[src/rtl/eprm_pkg.sv]
package eprm_pkg;

    typedef enum logic [2:0] {
        MD_STANDBY,
        MD_INHIBIT,
        MD_OUTOFF,
        MD_PROG,
        MD_READ,
        MD_VERIFY,
        MD_IDENT
    } eprm_mode_e;

    typedef struct packed {
        logic ce_n;
        logic oe_n;
        logic pgm_n;
        logic a9_hv;
        logic vpp_hi;
    } eprm_ctl_t;

    localparam logic [7:0] ID_CODE_LO = 8'h1E;
    localparam logic [7:0] ID_CODE_HI = 8'h86;

    function automatic logic drives_bus(input eprm_mode_e m);
        return (m == MD_READ) || (m == MD_VERIFY) || (m == MD_IDENT);
    endfunction

endpackage

[src/rtl/eprm_mode_dec.sv]
module eprm_mode_dec
    import eprm_pkg::*;
#(
    parameter int AW = 6
) (
    input  eprm_ctl_t        ctl,
    input  logic [AW-1:0]    addr,
    output eprm_mode_e       mode
);
    logic upper_zero;

    always_comb begin
        upper_zero = (addr[AW-1:1] == '0);
        if (ctl.ce_n)
            mode = ctl.vpp_hi ? MD_INHIBIT : MD_STANDBY;
        else if (ctl.oe_n)
            mode = (ctl.vpp_hi && !ctl.pgm_n) ? MD_PROG : MD_OUTOFF;
        else if (ctl.a9_hv && upper_zero)
            mode = MD_IDENT;
        else if (ctl.vpp_hi && ctl.pgm_n)
            mode = MD_VERIFY;
        else
            mode = MD_READ;
    end
endmodule

[src/rtl/eprm_age_cnt.sv]
module eprm_age_cnt #(
    parameter int LIMIT = 4
) (
    input  logic clk,
    input  logic rst,
    input  logic hold_zero,
    input  logic restart,
    output logic ready
);
    localparam int CW = $clog2(LIMIT + 1);
    localparam logic [CW-1:0] LIM = CW'(LIMIT);

    logic [CW-1:0] cnt_q;

    always_ff @(posedge clk) begin
        if (rst)
            cnt_q <= '0;
        else if (hold_zero)
            cnt_q <= '0;
        else if (restart)
            cnt_q <= CW'(1);
        else if (cnt_q != LIM)
            cnt_q <= cnt_q + CW'(1);
    end

    assign ready = (cnt_q == LIM);


    zero_blocks_ready_chk: assert property (@(posedge clk) disable iff (rst)
        hold_zero |=> !ready);
endmodule

[src/rtl/eprm_cell_array.sv]
module eprm_cell_array #(
    parameter int AW = 6
) (
    input  logic          clk,
    input  logic          rst,
    input  logic          wr_en,
    input  logic [AW-1:0] waddr,
    input  logic [7:0]    wdata,
    input  logic [AW-1:0] raddr,
    output logic [7:0]    rdata
);
    localparam int DEPTH = 1 << AW;

    logic [7:0] mem [DEPTH];

    always_ff @(posedge clk) begin
        if (rst) begin
            for (int i = 0; i < DEPTH; i++) mem[i] <= 8'hFF;
        end else if (wr_en) begin
            mem[waddr] <= mem[waddr] & wdata;
        end
    end

    assign rdata = mem[raddr];


    and_only_write_chk: assert property (@(posedge clk) disable iff (rst)
        wr_en |=> ((mem[$past(waddr)] & ~$past(wdata)) == 8'h00));
endmodule

[src/rtl/eprm_core.sv]
module eprm_core
    import eprm_pkg::*;
#(
    parameter int AW    = 6,
    parameter int T_ACC = 4,
    parameter int T_CE  = 4,
    parameter int T_OE  = 2,
    parameter int T_DF  = 2
) (
    input  logic          clk,
    input  logic          rst,
    input  logic          ce_n,
    input  logic          oe_n,
    input  logic          pgm_n,
    input  logic          a9_hv,
    input  logic          vpp_hi,
    input  logic [AW-1:0] addr,
    input  logic [7:0]    din,
    output logic [7:0]    dout,
    output logic          dout_oe,
    output logic          dout_vld
);
    localparam int FW = $clog2(T_DF + 1) > 0 ? $clog2(T_DF + 1) : 1;
    localparam logic [FW-1:0] FLT_INIT = FW'(T_DF);

    eprm_ctl_t  ctl;
    eprm_mode_e mode_nx, mode_q;
    logic [AW-1:0] addr_q;
    logic [AW:0]   key_q;
    logic [FW-1:0] flt_q;
    logic [7:0]    hold_q, rdata, cur_data;
    logic          a_rdy, c_rdy, o_rdy, key_chg, rd_q, rd_nx, vld;

    assign ctl = '{ce_n: ce_n, oe_n: oe_n, pgm_n: pgm_n, a9_hv: a9_hv, vpp_hi: vpp_hi};

    eprm_mode_dec #(.AW(AW)) i_dec (.ctl(ctl), .addr(addr), .mode(mode_nx));

    assign key_chg = ({a9_hv, addr} != key_q);

    eprm_age_cnt #(.LIMIT(T_ACC)) i_age_addr (
        .clk(clk), .rst(rst), .hold_zero(1'b0), .restart(key_chg), .ready(a_rdy));
    eprm_age_cnt #(.LIMIT(T_CE)) i_age_ce (
        .clk(clk), .rst(rst), .hold_zero(ce_n), .restart(1'b0), .ready(c_rdy));
    eprm_age_cnt #(.LIMIT(T_OE)) i_age_oe (
        .clk(clk), .rst(rst), .hold_zero(oe_n), .restart(1'b0), .ready(o_rdy));

    eprm_cell_array #(.AW(AW)) i_cells (
        .clk(clk), .rst(rst), .wr_en(mode_nx == MD_PROG), .waddr(addr), .wdata(din),
        .raddr(addr_q), .rdata(rdata));

    assign rd_q  = drives_bus(mode_q);
    assign rd_nx = drives_bus(mode_nx);
    assign cur_data = (mode_q == MD_IDENT) ? (addr_q[0] ? ID_CODE_HI : ID_CODE_LO) : rdata;
    assign vld = rd_q && a_rdy && c_rdy && o_rdy;

    always_ff @(posedge clk) begin
        if (rst) begin
            mode_q <= MD_STANDBY;
            addr_q <= '0;
            key_q  <= '0;
            flt_q  <= '0;
            hold_q <= '0;
        end else begin
            mode_q <= mode_nx;
            addr_q <= addr;
            key_q  <= {a9_hv, addr};
            if (vld) hold_q <= cur_data;
            if (rd_nx)
                flt_q <= '0;
            else if (rd_q)
                flt_q <= FLT_INIT;
            else if (flt_q != '0)
                flt_q <= flt_q - FW'(1);
        end
    end

    assign dout_vld = vld;
    assign dout_oe  = rd_q || (flt_q != '0);
    assign dout     = vld ? cur_data : ((flt_q != '0) ? hold_q : 8'h00);


    vld_needs_drive_chk: assert property (@(posedge clk) disable iff (rst)
        dout_vld |-> dout_oe);

    quiet_bus_chk: assert property (@(posedge clk) disable iff (rst)
        !dout_oe |-> (dout == 8'h00));

    ce_release_chk: assert property (@(posedge clk) disable iff (rst)
        ce_n |=> !dout_vld);

    oe_release_chk: assert property (@(posedge clk) disable iff (rst)
        oe_n |=> !dout_vld);
endmodule

[config.mk]
export PLATFORM = sky130hd
export DESIGN_NAME = eprm_core
export DESIGN_NICKNAME = d
export VERILOG_FILES = /design/src/rtl/eprm_pkg.sv /design/src/rtl/eprm_mode_dec.sv /design/src/rtl/eprm_age_cnt.sv /design/src/rtl/eprm_cell_array.sv /design/src/rtl/eprm_core.sv
export SDC_FILE = /design/constraint.sdc
export NUM_CORES = 1
export LEC_CHECK = 0
export BUFFER_PORTS_ARGS = -buffer_cell sky130_fd_sc_hd__clkbuf_2
export CAP_MARGIN = 10
export CORE_MARGIN = 5
export CORE_UTILIZATION = 35
export DETAILED_ROUTE_END_ITERATION = 10
export PLACE_DENSITY_LB_ADDON = 0.25
export SYNTH_ARGS = -nofsm -noshare
export SYNTH_HDL_FRONTEND = slang
export SYNTH_SLANG_ARGS = --single-unit
[constraint.sdc]
create_clock -name clk -period 3.4 [get_ports clk]
set_input_delay 0.17 -clock clk [delete_from_list [all_inputs] [get_ports clk]]
set_output_delay 0.17 -clock clk [all_outputs]
set_load 0.01 [all_outputs]
# After elaboration in Yosys (flattened, before gate mapping)
# Memories as Yosys holds them, arrays and structs flattened. A register that Yosys moved wholly into a read port is not among the register bits.
# Cells that the tools add are included.
[totals] word_cells=75 mem_bits_rw=512 ff_bits=34 memories=1
[mem_list] name="i_cells.mem" depth=64 word_bits=8 read_ports=2 rd_ports_with_merged_regs=1 wr=64 line_no="eprm_cell_array.sv:14" source="logic [7:0] mem [DEPTH];"
[op_classes] n_bitwise=1 mux=23 eq_ne=14 add_sub_neg=4 reduce_logical=22
[ops] cell="$mux 8" count=5
[ops] cell="$eq 3x3->1 const B" count=8
[ops] cell="$mux 6" count=2
[ops] cell="$mux 1" count=11
[ops] cell="$mux 3" count=3
[ops] cell="$and 8x8->8" count=1
[ops] cell="$reduce_or 2->1" count=4
[ops] cell="$reduce_or 8->1" count=1
[ops] cell="$ne 7x7->1" count=1
[ops] cell="$add 3x1->3 const B" count=2
[ops] cell="$logic_and 1x1->1" count=6
[ops] cell="$ne 3x3->1 const B" count=2
[ops] cell="$reduce_bool 2->1" count=3
[ops] cell="$logic_not 5->1" count=1
[ops] cell="$logic_or 1x1->1" count=5
[ops] cell="$mux 2" count=2
[ops] cell="$eq 3x2->1 const B" count=1
[ops] cell="$reduce_or 3->1" count=1
[ops] cell="$add 2x1->2 const B" count=1
[ops] cell="$eq 2x2->1 const B" count=1
[ops] cell="$ne 2x2->1 const B" count=1
[ops] cell="$sub 2x1->2 const B" count=1
[ops] cell="$logic_not 1->1" count=1

# Longest topological paths before layout
[depth] word_depth=11 mapped_depth=11 depth_no_buf=8

# Hierarchy
# From an unflattened synthesis, not the netlist that was laid out.
[hier_totals] hier_cells=2274 area_unflattened_um2=28386.0
[by_module_without_submodules] mod="eprm_cell_array" n_inst=1 seq_area_each_um2=15374.7 area_per_inst_um2=26843.2 cells_per_inst=2109
[by_module_without_submodules] mod="eprm_core" n_inst=1 seq_area_each_um2=400.4 area_per_inst_um2=994.7 cells_per_inst=107
[by_module_without_submodules] mod="eprm_age_cnt (i_age_addr ...)" n_inst=2 seq_area_each_um2=60.1 area_per_inst_um2=183.9 cells_per_inst=19
[by_module_without_submodules] mod="eprm_age_cnt (i_age_oe)" n_inst=1 seq_area_each_um2=40.0 area_per_inst_um2=113.9 cells_per_inst=11
[by_module_without_submodules] mod="eprm_mode_dec" n_inst=1 seq_area_each_um2=0.0 area_per_inst_um2=66.3 cells_per_inst=9

# Least setup slack after synthesis
# No wires, ideal clock.
[synth_path] kind="in2reg" from="input addr[1]" to="memory i_cells.mem[20][6], data pin" path_buffers=4 arrival_ps=2436 required_ps=3109 setup_time_ps=291 path_stages=9 setup_slack_ps=673 cell_sequence="buf_2 -> buf_2 -> buf_1 -> mux4_2 -> mux2i_1 -> o22ai_1 -> o41ai_4 -> clkbuf_1 -> nand2_1"
[synth_rtl] element="start: declaration" line_no="eprm_core.sv:17" source="input logic [AW-1:0] addr,"
[synth_rtl] element="end: declaration" line_no="eprm_cell_array.sv:14"

==> reports/metrics.csv <==
stage;metric;value;unit
status;outcome;complete, no violations;
routing;Detail Route Antenna Nets;0;
routing;vias per cell;6.22;
timing;Tmin final;3.39;ns
power_and_ir_drop;P_int;0.0116;W
timing;Final period util;99.8;%
final_layout;Layout Cells excl Fill;3607;
power_and_ir_drop;Sw Pwr;0.00397;W
routing;Routed WL;118;mm
floorplan;die area;86900;um^2
synthesis;syn_area_per_cell;12.3;um^2
synthesis;sequential-to-total area share from yosys stat;56.1;%
global_route;gr usage total;26.5;%
worst_setup_path;Crit Path Class;reg2out;
worst_setup_path;WP data required;3.23;ns
floorplan;chip height;295;um
routing;detailed-route DRC error count;0;
hold_path;Hold Path Class;in2reg;
timing;final hold slack;0.118;ns
placed_design;routability cong.;0.984;
floorplan;initial core utilization;35.3;%
placed_design;post-DP HPWL;83.1;mm
synthesis;cells taking the most area after synthesis;edfxtp_1, mux4_2, nand2_1;
worst_setup_path;WP buf/inv;3;
worst_setup_path;crit-path leading delay family;multiplexers;
power_and_ir_drop;Reg power frac;47.1;%
global_route;antenna violations before repair;9;
clocking;CTS Buf Count;59;
power_and_ir_drop;clock share of power;41.2;%
floorplan;CORE AREA;80400;um^2
final_layout;layout cell share with drive strength beyond 1;25.3;%
timing;relative slew slack;35.3;%
global_route;largest net degree at the start of global routing;68;
global_route;number of global-route vias before repair;21900;
global_route;global-route wire length before repair;165;mm
clocking;TritonCTS clock tree;yes;
timing;max-slew violation count;0;
worst_setup_path;Startpoint Class;register;
synthesis;synthesized net count;2333;
synthesis;fraction of registers with async set/reset;0;%
global_route;Remaining Overflow, GRT;0;
synthesis;EDFF count, synth;512;
synthesis;cells after synthesis;2307;
clocking;clock latency at the later pin of the worst-skew pair;0.64;ns
final_layout;Fillers;7456;
synthesis;top cell type by total area after synthesis;edfxtp_1;
timing;# setup viols final;0;
synthesis;synthesis-stage register bit count;540;
timing;f_max;295;MHz
clocking;htree depth;2;
timing;Worst Slack Setup Final;0.00633;ns
floorplan;IO Pins;31;
final_layout;Final #Nets;2521;
power_and_ir_drop;Power Dens Cells;462;nW/um^2
final_layout;Final Util;41.8;%
timing;Slew @ Worst Pin;0.966;ns
clocking;Clock Sinks;540;
synthesis;Synth cell types;67;
worst_setup_path;worst-path fanout max;10;
timing;Worst Clk Skew;0.0329;ns
power_and_ir_drop;Net Sw Frac;25.5;%
worst_setup_path;Critical Path Max Stage Delay;0.60;ns
worst_setup_path;CP Data Arrival Time;3.22;ns
synthesis;Yosys warning count;0;
power_and_ir_drop;combinational share of power;11.8;%
placed_design;Cells after DPL;3475;
floorplan;Cell Rows;104;
job;MaxCap Viol Count;0;
timing;Fin. Hold Viols;0;
placed_design;port buffer count;30;
power_and_ir_drop;Tot Pwr;0.0155;W
final_layout;Area Growth Syn to Fin;18.5;%
clocking;Max clock buf depth;3;
routing;WL/cell;32.8;um
power_and_ir_drop;LEAKAGE;9.76;nW
worst_setup_path;FF-to-FF path depth;7;
clocking;CTS root buffer;clkbuf_16;
worst_setup_path;Cell Chain, Critical Path;buf_4, bufbuf_16, mux4_2, mux2i_1, nor2_1, nor4_1, a31o_2, a21oi_1, clkbuf_2;
synthesis;Yosys top cell area share;54.2;%
routing;DR vias;22400;
routing;initial detailed-routing violation count;3538;
power_and_ir_drop;maximum VDD drop;437;uV
placed_design;pre-CTS WS;-0.104;ns
floorplan;Die X;295;um
routing;drt first pass iters;6;
worst_setup_path;slowest stage cell on the critical path;mux4_2;
synthesis;Synth Flop Type;edfxtp_1;
synthesis;mapped cell area;28400;um^2
worst_setup_path;Critical Path End Type;output port;
worst_setup_path;CP Depth;9;
timing;RSZ-0062 raised after global routing;yes;
clocking;clk slew on worst S/H paths;0.07;ns
hold_path;hold depth;2;
kinds of logic (layout without fill, tap and decap cells):
| logic type | after synthesis | in the layout | synth area share [%] |
|---|---|---|---|
| and+or+nand+nor | 853 | 853 | 12.8 |
| other | 0 | 6 | 0 |
| adders and majority gates | 5 | 5 | 0.220 |
| muxes | 345 | 345 | 17.3 |
| DFF | 540 | 540 | 56.1 |
| AOI/OAI and AO/OA | 351 | 351 | 9.68 |
| xor gates and xnor gates | 10 | 10 | 0.309 |
| buffers and inverters | 203 | 437 | 3.55 |
cells in the mapped netlist, types with 6 or more instances:
cell type  count
a21oi_1       53
a221o_1       29
a221oi_1      31
a222oi_1       8
a22o_1        30
a22oi_1       69
a31oi_1        6
and2_1         6
buf_1         21
buf_2         71
buf_4          8
buf_6         17
clkbuf_1      72
dfxtp_1       28
edfxtp_1     512
inv_1         12
mux2_2        23
mux2i_1      205
mux4_2       115
nand2_1      568
nand2b_1       9
nand3_1       14
nor2_1       109
nor2b_1       15
nor3_1        25
nor4_1        11
o21ai_0       19
o22a_1         7
o22ai_1       52
o2bb2ai_1      6
o41ai_4        7
or2_2         72
cell type report:
cell class | count | area [um^2] | area share (%)
Tap cell | 1060 | 1330 | 3.94
Antenna cell | 6 | 15.0 | 0.0446
Inverter | 14 | 52.6 | 0.156
Timing Repair Buffer | 316 | 2890 | 8.58
Multi-Input combinational cell | 1564 | 11500 | 34.3
Clock inverter | 31 | 313 | 0.930
Sequential cell | 540 | 15900 | 47.4
Clock buffer | 76 | 1570 | 4.67
layer usage:
metal	up-vias	GRT usage (%)	part of all wire [%]
met4	4	11.8	5.3
met2	1652	39.8	44
met5	-	0.831	0.099
li1	9116	-	-
met1	11300	36.4	38
met3	343	6.84	13
cell usage in the layout, fill, tap and decap left out, types with 7 or more instances in the layout:
cell type / Yosys / layout
dfxtp_1: 28 / 25
nand2_1: 568 / 568
buf_12: 0 / 37
a221o_1: 29 / 29
nand3_1: 14 / 14
nor2_1: 109 / 106
a22o_1: 30 / 30
o41ai_4: 7 / 7
mux2i_1: 205 / 205
clkinv_1: 1 / 13
a21oi_1: 53 / 47
nor2b_1: 15 / 10
inv_1: 12 / 12
clkbuf_16: 0 / 59
nand2b_1: 9 / 9
nor4_1: 11 / 7
o22ai_1: 52 / 51
mux2_2: 23 / 23
a222oi_1: 8 / 8
edfxtp_1: 512 / 512
or2_2: 72 / 72
a22oi_1: 69 / 69
clkbuf_2: 0 / 26
o22a_1: 7 / 7
dlygate4sd3_1: 0 / 7
clkbuf_1: 72 / 14
nor3_1: 25 / 25
o21ai_0: 19 / 18
mux4_2: 115 / 115
buf_4: 8 / 238
a221oi_1: 31 / 31
state kept, by name (all words and copies together) (netlist names):
register and cells:
mode_q 3, i_cells.mem 512, i_age_ce.cnt_q 3, flt_q 2
hold_q 8, i_age_oe.cnt_q 2, i_age_addr.cnt_q 3, key_q 7
metrics by stage:
stage                     TNS, ns  area (um^2)
after global placement     -13.71        31400
final                           0        33600
after floorplan                 0        28400
after CTS                       0        33500
after global routing       -0.108        33600
after detailed placement    -7.84        31400
path summary, 6_finish.rpt:
kind	from	to	slack, ns
worst max-delay path	key_q[0]	dout[1]	0.006
worst min register to register	hold_q[6]	hold_q[6]	0.47
worst min-delay path	addr[4]	key_q[4]	0.12
worst max register to register	i_cells.mem[14][2]	i_cells.mem[55][2]	0.41
power groups by stage:
| stage | logic, W | registers (W) | clock network [W] |
|---|---|---|---|
| 6_report | 0.00183 | 0.00731 | 0.00640 |
| 5_1_grt | 0.00185 | 0.00731 | 0.00671 |
| 4_1_cts | 0.00176 | 0.00732 | 0.00644 |
| 3_5_place_dp | 0.00172 | 0.00746 | 0 |
| 3_3_place_gp | 0.00171 | 0.00746 | 0 |
| 2_1_floorplan | 0.000932 | 0.00744 | 0 |
timing repair:
item / in CTS / in global routing
pin swaps: 0 / 2
hold endpoints to repair: 19 / 0
resized for setup: 10 / 9
buffers inserted: 6 / 4
cloned: 2 / 0
hold buffers: 7 / 0
endpoints found under the setup margin: 7 / 8
Note: power is estimated with default switching activity, not from simulation.
